`config.mk`:
```
export PLATFORM = sky130hd
export DESIGN_NAME = vlsetup_unit
export DESIGN_NICKNAME = d
export VERILOG_FILES = /design/src/rtl/vlsetup_pkg.sv /design/src/rtl/vls_sat.sv /design/src/rtl/vls_len_select.sv /design/src/rtl/vls_stat_step.sv /design/src/rtl/vls_rsv_chk.sv /design/src/rtl/vlsetup_unit.sv
export SDC_FILE = /design/constraint.sdc
export NUM_CORES = 1
export LEC_CHECK = 0
export ABC_AREA = 1
export BUFFER_PORTS_ARGS = -buffer_cell sky130_fd_sc_hd__buf_2
export CAP_MARGIN = 10
export CORE_AREA = 2 2 113 115
export CTS_CLUSTER_SIZE = 28
export DETAILED_ROUTE_END_ITERATION = 6
export DIE_AREA = 0 0 115 117
export MAX_ROUTING_LAYER = met4
export PLACE_DENSITY = 0.66
export SYNTH_ARGS = -nofsm -noshare
export SYNTH_HDL_FRONTEND = slang
export SYNTH_SLANG_ARGS = --single-unit
```
`constraint.sdc`:
```
create_clock -name clk -period 4.12 [get_ports clk]
set_input_delay 0.824 -clock clk [delete_from_list [all_inputs] [get_ports clk]]
set_output_delay 0.824 -clock clk [all_outputs]
set_load 0.03 [all_outputs]
```
`src/rtl/vlsetup_pkg.sv`:
```
package vlsetup_pkg;
  localparam int XLEN     = 64;
  localparam int LEN_W    = 7;
  localparam int IDX_W    = 5;
  localparam int RSV_MAX  = 64;

  // Field placement inside the state word (vector index, LSB of field)
  localparam int MVL_LSB     = 57;
  localparam int VL_LSB      = 50;
  localparam int SRC_LSB     = 43;
  localparam int DST_LSB     = 36;
  localparam int PACK_BIT    = 10;
  localparam int UNPACK_BIT  = 9;
  localparam int PERSIST_BIT = 1;
  localparam int VFIRST_BIT  = 0;

  typedef enum logic {
    OP_SETLEN = 1'b0,
    OP_STATUS = 1'b1
  } vls_op_e;
endpackage

```
`src/rtl/vls_sat.sv`:
```
module vls_sat #(
  parameter int XLEN  = 64,
  parameter int LEN_W = 7
) (
  input  logic [XLEN-1:0]  src,
  output logic [LEN_W-1:0] len,
  output logic             sat
);
  assign sat = |src[XLEN-1:LEN_W];
  assign len = sat ? {LEN_W{1'b1}} : src[LEN_W-1:0];
endmodule

```
`src/rtl/vls_len_select.sv`:
```
module vls_len_select #(
  parameter int XLEN  = 64,
  parameter int LEN_W = 7,
  parameter int IDX_W = 5
) (
  input  logic [LEN_W-1:0] imm,
  input  logic [LEN_W-1:0] cur_mvl,
  input  logic [LEN_W-1:0] cur_vl,
  input  logic             ms,
  input  logic             vs,
  input  logic [IDX_W-1:0] rt_idx,
  input  logic [IDX_W-1:0] ra_idx,
  input  logic [XLEN-1:0]  ra_val,
  input  logic [XLEN-1:0]  ctr_val,
  output logic [LEN_W-1:0] new_mvl,
  output logic [LEN_W-1:0] new_vl,
  output logic             ovf
);
  localparam int N_SRC = 2;  // 0: register operand, 1: count register

  logic [XLEN-1:0]  src_val [N_SRC];
  logic [LEN_W-1:0] src_len [N_SRC];
  logic [N_SRC-1:0] src_sat;
  logic [LEN_W-1:0] imm_p1;
  logic [LEN_W-1:0] pick_vl;
  logic             pick_ovf;

  assign src_val[0] = ra_val;
  assign src_val[1] = ctr_val;

  for (genvar g = 0; g < N_SRC; g++) begin : g_sat
    vls_sat #(.XLEN(XLEN), .LEN_W(LEN_W)) u_sat (
      .src (src_val[g]),
      .len (src_len[g]),
      .sat (src_sat[g])
    );
  end

  assign imm_p1  = imm + 1'b1;
  assign new_mvl = ms ? imm_p1 : cur_mvl;

  always_comb begin
    pick_vl  = cur_vl;
    pick_ovf = 1'b0;
    if (vs) begin
      if (ra_idx != '0) begin
        pick_vl  = src_len[0];
        pick_ovf = src_sat[0];
      end else if (rt_idx == '0) begin
        pick_vl  = imm_p1;
      end else begin
        pick_vl  = src_len[1];
        pick_ovf = src_sat[1];
      end
    end
  end

  always_comb begin
    if (pick_vl > new_mvl) begin
      new_vl = new_mvl;
      ovf    = 1'b1;
    end else begin
      new_vl = pick_vl;
      ovf    = pick_ovf;
    end
  end
endmodule

```
`src/rtl/vls_stat_step.sv`:
```
module vls_stat_step #(
  parameter int LEN_W = 7
) (
  input  logic [LEN_W-1:0] imm,
  input  logic             cur_pack,
  input  logic             cur_unpack,
  output logic             hit,
  output logic             new_pack,
  output logic             new_unpack
);
  assign hit        = imm[3] & imm[2];
  assign new_pack   = hit ? imm[1] : cur_pack;
  assign new_unpack = hit ? imm[0] : cur_unpack;
endmodule

```
`src/rtl/vls_rsv_chk.sv`:
```
module vls_rsv_chk
  import vlsetup_pkg::*;
#(
  parameter int XLEN    = 64,
  parameter int LEN_W   = 7,
  parameter int RSV_LIM = 64
) (
  input  logic [XLEN-1:0] word,
  output logic            rsv
);
  localparam logic [LEN_W-1:0] LIM = LEN_W'(RSV_LIM);

  logic len_bad, step_bad;

  assign len_bad  = (word[MVL_LSB +: LEN_W] > LIM) || (word[VL_LSB +: LEN_W] > LIM);
  assign step_bad = (word[SRC_LSB +: LEN_W] >= LIM) || (word[DST_LSB +: LEN_W] >= LIM);
  assign rsv      = len_bad | step_bad;
endmodule

```
`src/rtl/vlsetup_unit.sv`:
```
module vlsetup_unit
  import vlsetup_pkg::*;
#(
  parameter int P_XLEN  = XLEN,
  parameter int P_LEN_W = LEN_W,
  parameter int P_IDX_W = IDX_W
) (
  input  logic               clk,
  input  logic               rst,
  input  logic               req_valid,
  input  logic               op_sel,
  input  logic [P_IDX_W-1:0] rt_idx,
  input  logic [P_IDX_W-1:0] ra_idx,
  input  logic [P_LEN_W-1:0] imm,
  input  logic               ms,
  input  logic               vs,
  input  logic               vf,
  input  logic               rc,
  input  logic [P_XLEN-1:0]  ra_val,
  input  logic [P_XLEN-1:0]  ctr_val,
  output logic               gpr_we,
  output logic [P_XLEN-1:0]  gpr_wdata,
  output logic [P_XLEN-1:0]  state_q,
  output logic               ovf,
  output logic               cr0_we,
  output logic [3:0]         cr0,
  output logic               illegal
);
  vls_op_e          op;
  logic [P_LEN_W-1:0] ls_mvl, ls_vl;
  logic             ls_ovf;
  logic             st_hit, st_pack, st_unpack;
  logic [P_XLEN-1:0] nxt_state;
  logic [P_XLEN-1:0] res_val;
  logic             res_we, res_ovf, act, nxt_rsv;

  assign op = vls_op_e'(op_sel);

  vls_len_select #(.XLEN(P_XLEN), .LEN_W(P_LEN_W), .IDX_W(P_IDX_W)) u_len (
    .imm     (imm),
    .cur_mvl (state_q[MVL_LSB +: P_LEN_W]),
    .cur_vl  (state_q[VL_LSB +: P_LEN_W]),
    .ms      (ms),
    .vs      (vs),
    .rt_idx  (rt_idx),
    .ra_idx  (ra_idx),
    .ra_val  (ra_val),
    .ctr_val (ctr_val),
    .new_mvl (ls_mvl),
    .new_vl  (ls_vl),
    .ovf     (ls_ovf)
  );

  vls_stat_step #(.LEN_W(P_LEN_W)) u_stat (
    .imm        (imm),
    .cur_pack   (state_q[PACK_BIT]),
    .cur_unpack (state_q[UNPACK_BIT]),
    .hit        (st_hit),
    .new_pack   (st_pack),
    .new_unpack (st_unpack)
  );

  vls_rsv_chk #(.XLEN(P_XLEN), .LEN_W(P_LEN_W), .RSV_LIM(RSV_MAX)) u_rsv (
    .word (nxt_state),
    .rsv  (nxt_rsv)
  );

  always_comb begin
    nxt_state = state_q;
    res_val   = '0;
    res_we    = 1'b0;
    res_ovf   = 1'b0;
    act       = 1'b0;
    if (req_valid) begin
      unique case (op)
        OP_SETLEN: begin
          act                          = 1'b1;
          nxt_state[MVL_LSB +: P_LEN_W] = ls_mvl;
          nxt_state[VL_LSB +: P_LEN_W]  = ls_vl;
          if (vs | ms) begin
            nxt_state[VFIRST_BIT]  = vf;
            nxt_state[PERSIST_BIT] = 1'b0;
          end
          res_ovf = ls_ovf;
          res_val = {{(P_XLEN-P_LEN_W){1'b0}}, ls_vl};
          res_we  = (rt_idx != '0);
        end
        OP_STATUS: begin
          if (st_hit) begin
            act                    = 1'b1;
            nxt_state[PACK_BIT]    = st_pack;
            nxt_state[UNPACK_BIT]  = st_unpack;
            res_val                = {{(P_XLEN-2){1'b0}}, st_pack, st_unpack};
            res_we                 = 1'b1;
          end
        end
        default: ;
      endcase
    end
  end

  always_ff @(posedge clk) begin
    if (rst) begin
      state_q   <= '0;
      gpr_we    <= 1'b0;
      gpr_wdata <= '0;
      ovf       <= 1'b0;
      cr0_we    <= 1'b0;
      cr0       <= '0;
      illegal   <= 1'b0;
    end else begin
      state_q   <= nxt_state;
      gpr_we    <= res_we;
      gpr_wdata <= res_we ? res_val : '0;
      ovf       <= res_ovf;
      cr0_we    <= act & rc;
      cr0       <= (act & rc) ? {2'b00, (res_val == '0), res_ovf} : 4'b0000;
      illegal   <= act & nxt_rsv;
    end
  end
endmodule

```
; ---- Word level (Yosys, flattened, before mapping)
; Cells that the tools add are included.
; W data, S select, Z words.
[word_totals]
wordCells = 55
register_bits = 89
inputBits = 153
output_inout_bits = 136
[op_classes]
n_reduce_logical = 11
add_sub_neg = 1
mux = 23
n_lt_le_gt_ge = 3
n_bitwise = 7
[ops]
columns = op, n
row1 = $pmux W64 S2, 1
row2 = $reduce_or A57 Y1, 2
row3 = $logic_not A64 Y1, 1
row4 = $mux W64, 1
row5 = $mux W7, 7
row6 = $mux W14, 2
row7 = $gt A7 B7 Y1 const B, 2
row8 = $reduce_bool A5 Y1, 2
row9 = $mux W1, 9
row10 = $add A7 B1 Y7 const B, 1
row11 = $gt A7 B7 Y1, 1
row12 = $reduce_and A3 Y1, 2
row13 = $logic_not A5 Y1, 1
row14 = $pmux W1 S2, 2
row15 = $reduce_or A2 Y1, 2
row16 = $and A1 B1 Y1, 3
row17 = $not A1 Y1, 3
row18 = $mux W2, 1
row19 = $logic_or A1 B1 Y1, 1
row20 = $or A1 B1 Y1, 1

; ---- Logic depth before layout (Yosys ltp)
[logic_depth]
depth_word = 12
ltp_mapped = 25
depth_no_buf = 25

; ---- Hierarchy
; From an unflattened synthesis, not the netlist that was laid out.
[unflattened]
cells_unflattened = 595
hier_area_um2 = 3601.0
[by_module_without_submodules]
columns = mod, cells_each, n_inst, area_each_um2
row1 = vlsetup_unit, 269, 1, 2092.0
row2 = vls_len_select, 168, 1, 862.1
row3 = vls_sat, 69, 2, 281.5
row4 = vls_rsv_chk, 12, 1, 48.8
row5 = vls_stat_step, 8, 1, 35.0

; ---- Worst setup path after synthesis
; OpenSTA, ideal clock, no wires.
[synth_path]
path_kind = input to register
start = input port ra_val[8]
end = register illegal
n_path_buf = 0
t_arrival_ns = 3.288
stages = 23
slack_ns = 0.712
setup_time_ns = 0.119
cell_sequence = or2_1 nor2_1 nand2_1 nor2_4 nand2_2 a21oi_4 nand2_1 o21ai_1 inv_1 ha_1 nand2_1 o21a_1 and2_1 inv_1 nand2_4 o21ai_0 inv_1 nand2_1 nand2_1 a21oi_2 nand3_1 nand2_1 a21oi_1
[synth_between]
elab_chain_cells = 11
[synth_rtl]
columns = item, line
row1 = start: declaration, vlsetup_unit.sv:19  ; input logic [P_XLEN-1:0] ra_val,
row2 = $reduce_or A57 Y1 (*), vls_sat.sv:9  ; assign sat = |src[XLEN-1:LEN_W];
row3 = $mux W7 (*), vls_sat.sv:10  ; assign len = sat ? {LEN_W{1'b1}} : src[LEN_W-1:0];
row4 = $mux W7 (*), vls_len_select.sv:46  ; if (ra_idx != '0) begin
row5 = $mux W7 (*), vls_len_select.sv:45  ; if (vs) begin
row6 = $gt A7 B7 Y1, vls_len_select.sv:59  ; if (pick_vl > new_mvl) begin
row7 = $mux W7 (*), vls_len_select.sv:59
row8 = $mux W14 (*), vlsetup_unit.sv:75  ; unique case (op)
row9 = $mux W14 (*), vlsetup_unit.sv:74  ; if (req_valid) begin
row10 = $gt A7 B7 Y1 (*), vls_rsv_chk.sv:15  ; assign len_bad = (word[MVL_LSB +: LEN_W] > LIM) || (word[VL_LSB +: LEN_W] > LIM);
row11 = $logic_or A1 B1 Y1 (*), vls_rsv_chk.sv:15
row12 = $and A1 B1 Y1 (*), vlsetup_unit.sv:118  ; illegal <= act & nxt_rsv;
row13 = end signal: assignment, vlsetup_unit.sv:118
row14 = end: declaration, vlsetup_unit.sv:27  ; output logic illegal
; Mark *: on every way between the ends. The rest lies on a longest branch, timed or not.
; A chain may end at the register's enable or synchronous reset.

; ---- Final worst setup path
[layout_path]
start = input port ra_val[26]
end = register illegal
; The elaborated chain is that of the path after synthesis.

==> impl_metrics.env <==
export IMPL_outcome="complete, no violations"
export IMPL_clk_insertion_delay_late_ps=270
export IMPL_post_route_min_period_ps=3595
export IMPL_r2r_end="illegal"
export IMPL_wire_per_inst_um=11.62
export IMPL_crit_path_end="illegal"
export IMPL_avgSynthCellArea_sq_um=6.096
export IMPL_cp_end_kind="flop"
export IMPL_highest_attainable_clock_frequency_mhz=278.1
export IMPL_critPathLaunch="ra_val[26]"
export IMPL_timing_hold_ws_ps=472.5
export IMPL_drt_vias_per_instance=4.034
export IMPL_number_of_gates_resized_after_cts=0
export IMPL_synth_seq_area_share_pct=18.80
export IMPL_layout_area_overhead_vs_synth_pct=26.17
export IMPL_num_vias=3461
export IMPL_area_share_of_the_leading_cell_type_in_the_synthesized_netlist_pct=25.38
export IMPL_dp_final_hpwl_um=8781
export IMPL_commonest_cells_in_the_synthesized_netlist="sky130_fd_sc_hd__nand2_1 (110), sky130_fd_sc_hd__buf_4 (108), sky130_fd_sc_hd__nor2_1 (97)"
export IMPL_numPortBuffers=182
export IMPL_setup_violations=0
export IMPL_core_sq_um=12310
export IMPL_route_detailed_drc=0
export IMPL_netlist_top_cells_area="sky130_fd_sc_hd__buf_4 (25%), sky130_fd_sc_hd__dfxtp_1 (19%), sky130_fd_sc_hd__nand2_1 (13%)"
export IMPL_power_per_cell_area_nw_per_um2=284.4
export IMPL_crit_path_start_kind="input port"
export IMPL_rsz_0062_raised_after_global_routing="no"
export IMPL_fillCellCount=1367
export IMPL_path_clk_slew_ps=50
export IMPL_final_max_slew_viol_count=0
export IMPL_grt_pass1_vias=3125
export IMPL_path_delay_family="simple AND/OR/NAND/NOR gates"
export IMPL_route_antenna_remaining_nets=0
export IMPL_worst_r2r_cell_count=17
export IMPL_cts_buffer_depth=2
export IMPL_vdd_drop_max_v=0.0001675
export IMPL_p_leak_nw=2.267
export IMPL_cp_slowest_stage_delay_ps=310
export IMPL_ys_warnings_count=0
export IMPL_finalWirelength_um=9967
export IMPL_final_nets=866
export IMPL_ys_ff_latch=30
export IMPL_critical_path_max_fanout=10
export IMPL_synthesis_instances=524
export IMPL_hold_path_class="reg -> reg"
export IMPL_cts_tree="done"
export IMPL_most_common_cell_on_crit_path="sky130_fd_sc_hd__nand2_1"
export IMPL_synth_edff_count=0
export IMPL_clockRootBuffer="sky130_fd_sc_hd__clkbuf_16"
export IMPL_timing_final_crit_share_pct=87.26
export IMPL_row_count=41
export IMPL_count_of_hold_fix_buffers_inserted_at_cts=0
export IMPL_ys_async_sr_fraction_pct=0
export IMPL_violation_count_after_the_first_detailed_routing_iteration=178
export IMPL_ys_types=34
export IMPL_critical_path_n_buffers_inverters=4
export IMPL_max_cap_violations=0
export IMPL_postSynth_topFlopCell="sky130_fd_sc_hd__dfxtp_1"
export IMPL_worstPathRequired_ps=4270
export IMPL_grt_ovfl_total=0
export IMPL_antenna_found_initial=2
export IMPL_finalWeightedCongestion=0.9080
export IMPL_hold_viol=0
export IMPL_htree_num_levels=2
export IMPL_floorplan_initialDensity_pct=25.95
export IMPL_grt_first_pass_wirelength_um=14920
export IMPL_io_pin_count=289
export IMPL_grt_usage_pct=14.57
export IMPL_rrSetupSlack_ps=1610
export IMPL_critical_path_reg2reg_startpoint="state_q[55]"
export IMPL_master_of_the_slowest_instance_on_the_critical_path="sky130_fd_sc_hd__ha_1"
export IMPL_timing_critical_path_depth=25
export IMPL_grt_start_max_net_pins=19
export IMPL_finalClockSkew_ps=3.324
export IMPL_clkSinkCount=30
export IMPL_die_w_um=115
export IMPL_setup_tns_ps=0
export IMPL_die_height_um=117
export IMPL_yosysTopAreaCell="sky130_fd_sc_hd__buf_4"
export IMPL_cts_setup_buffers=0
export IMPL_netlist_area_sq_um=3194
export IMPL_area_of_the_die_sq_um=13460
export IMPL_criticalPathCategory="in -> reg"
export IMPL_number_of_iterations_in_the_first_detailed_routing_pass=4
export IMPL_cts_buffers=5
export IMPL_worstPathArrival_ps=3750
export IMPL_layout_drive_gt1_share_pct=29.60
export IMPL_yosys_cell_count_top_type="sky130_fd_sc_hd__nand2_1"
area by class of cell:
cell class / instances / area (sq um) / share of cell area, %
Timing Repair Buffer: 184 / 925.9 / 22.97
Inverter: 48 / 180.2 / 4.471
Sequential cell: 30 / 600.6 / 14.90
Antenna cell: 2 / 5.005 / 0.1242
Clock inverter: 1 / 30.03 / 0.7451
Multi-Input combinational cell: 436 / 1968 / 48.84
Tap cell: 150 / 187.7 / 4.657
Clock buffer: 7 / 132.6 / 3.291
worst min-delay path by stage:
stage	from	cells after the start	to
6_report	state_q[9]	2	state_q[9]
5_1_grt	state_q[9]	2	state_q[9]
4_1_cts	state_q[9]	2	state_q[9]
3_5_place_dp	state_q[9]	2	state_q[9]
3_3_place_gp	state_q[9]	2	state_q[9]
2_1_floorplan	state_q[9]	2	state_q[9]
state kept, by name (all words and copies together), names as in the netlist:
register,flops
state_q,17
gpr_wdata,7
cr0,2
cr0_we,1
gpr_we,1
illegal,1
ovf,1
worst register-to-register path: cells and delay by family, from the launching register on:
kind	cells	cell delay, ps
adder cells (fa/ha/maj)	1	290
flip-flops	1	330
buffers and inverters	3	210
AO/OA/AOI/OAI	4	500
AND/OR/NAND/NOR	9	1060
stage by stage:
| step | cell area (sq um) | power, W | instances | util, % | setup WS [ps] |
|---|---|---|---|---|---|
| finish | 4030 | 0.001146 | 858 | 32.73 | 524.8 |
| global route | 4030 | 0.001202 | 858 | 32.73 | 103.9 |
| CTS | 4025 | 0.001144 | 856 | 32.69 | 504.3 |
| detailed placement | 3862 | 0.0007411 | 848 | 31.37 | 265.4 |
| global placement | 3862 | 0.0007397 | 848 | 31.37 | 355.5 |
| floorplan | 3588 | 0.0006923 | 629 | - | 712.5 |
placed cells by master, fill, tap and decap left out, drive strengths merged:
cell / instances
inv: 47
clkinv: 1
ha: 8
xnor2: 1
o21ai: 25
nand3b: 7
nor3: 6
dfxtp: 30
nor2: 101
and2: 4
nand4: 5
a31oi: 1
xor2: 3
clkbuf: 7
a21oi: 18
nand3: 25
o21a: 1
bufinv: 1
nand2: 115
buf: 184
conb: 106
a21o: 1
or2: 9
diode: 2
cells by family (layout without fill, tap and decap cells):
| kind of cell | count (synthesis) | in the layout | synth area share (%) |
|---|---|---|---|
| compound gates | 46 | 46 | 7.874 |
| xor+xnor | 4 | 4 | 1.097 |
| fa+ha+maj | 8 | 8 | 3.134 |
| buf+inv | 163 | 240 | 31.92 |
| flops | 30 | 30 | 18.80 |
| other cells | 1 | 108 | 0.1174 |
| simple gates | 272 | 272 | 37.05 |
power breakdown:
group / switching [W] / internal, W / leakage (nW) / total, W
Combinational: 0.000303 / 0.000123 / 1.94 / 0.000426
Sequential: 0.00000833 / 0.000305 / 0.245 / 0.000314
Clock: 0.000122 / 0.000285 / 0.0781 / 0.000407
Total: 0.000433 / 0.000714 / 2.27 / 0.00115
per-layer routing:
layer  share of wire [%]  up-vias  wire, um  GRT usage [%]
met1                  43     1503      4287          17.45
met3                 6.5       11       645          2.523
met2                  49      171      4912          26.04
li1                    -     1776         -              -
met5                   0        -         0              -
met4                 1.2        0       121          2.490
(Power assumes the default switching activity.)
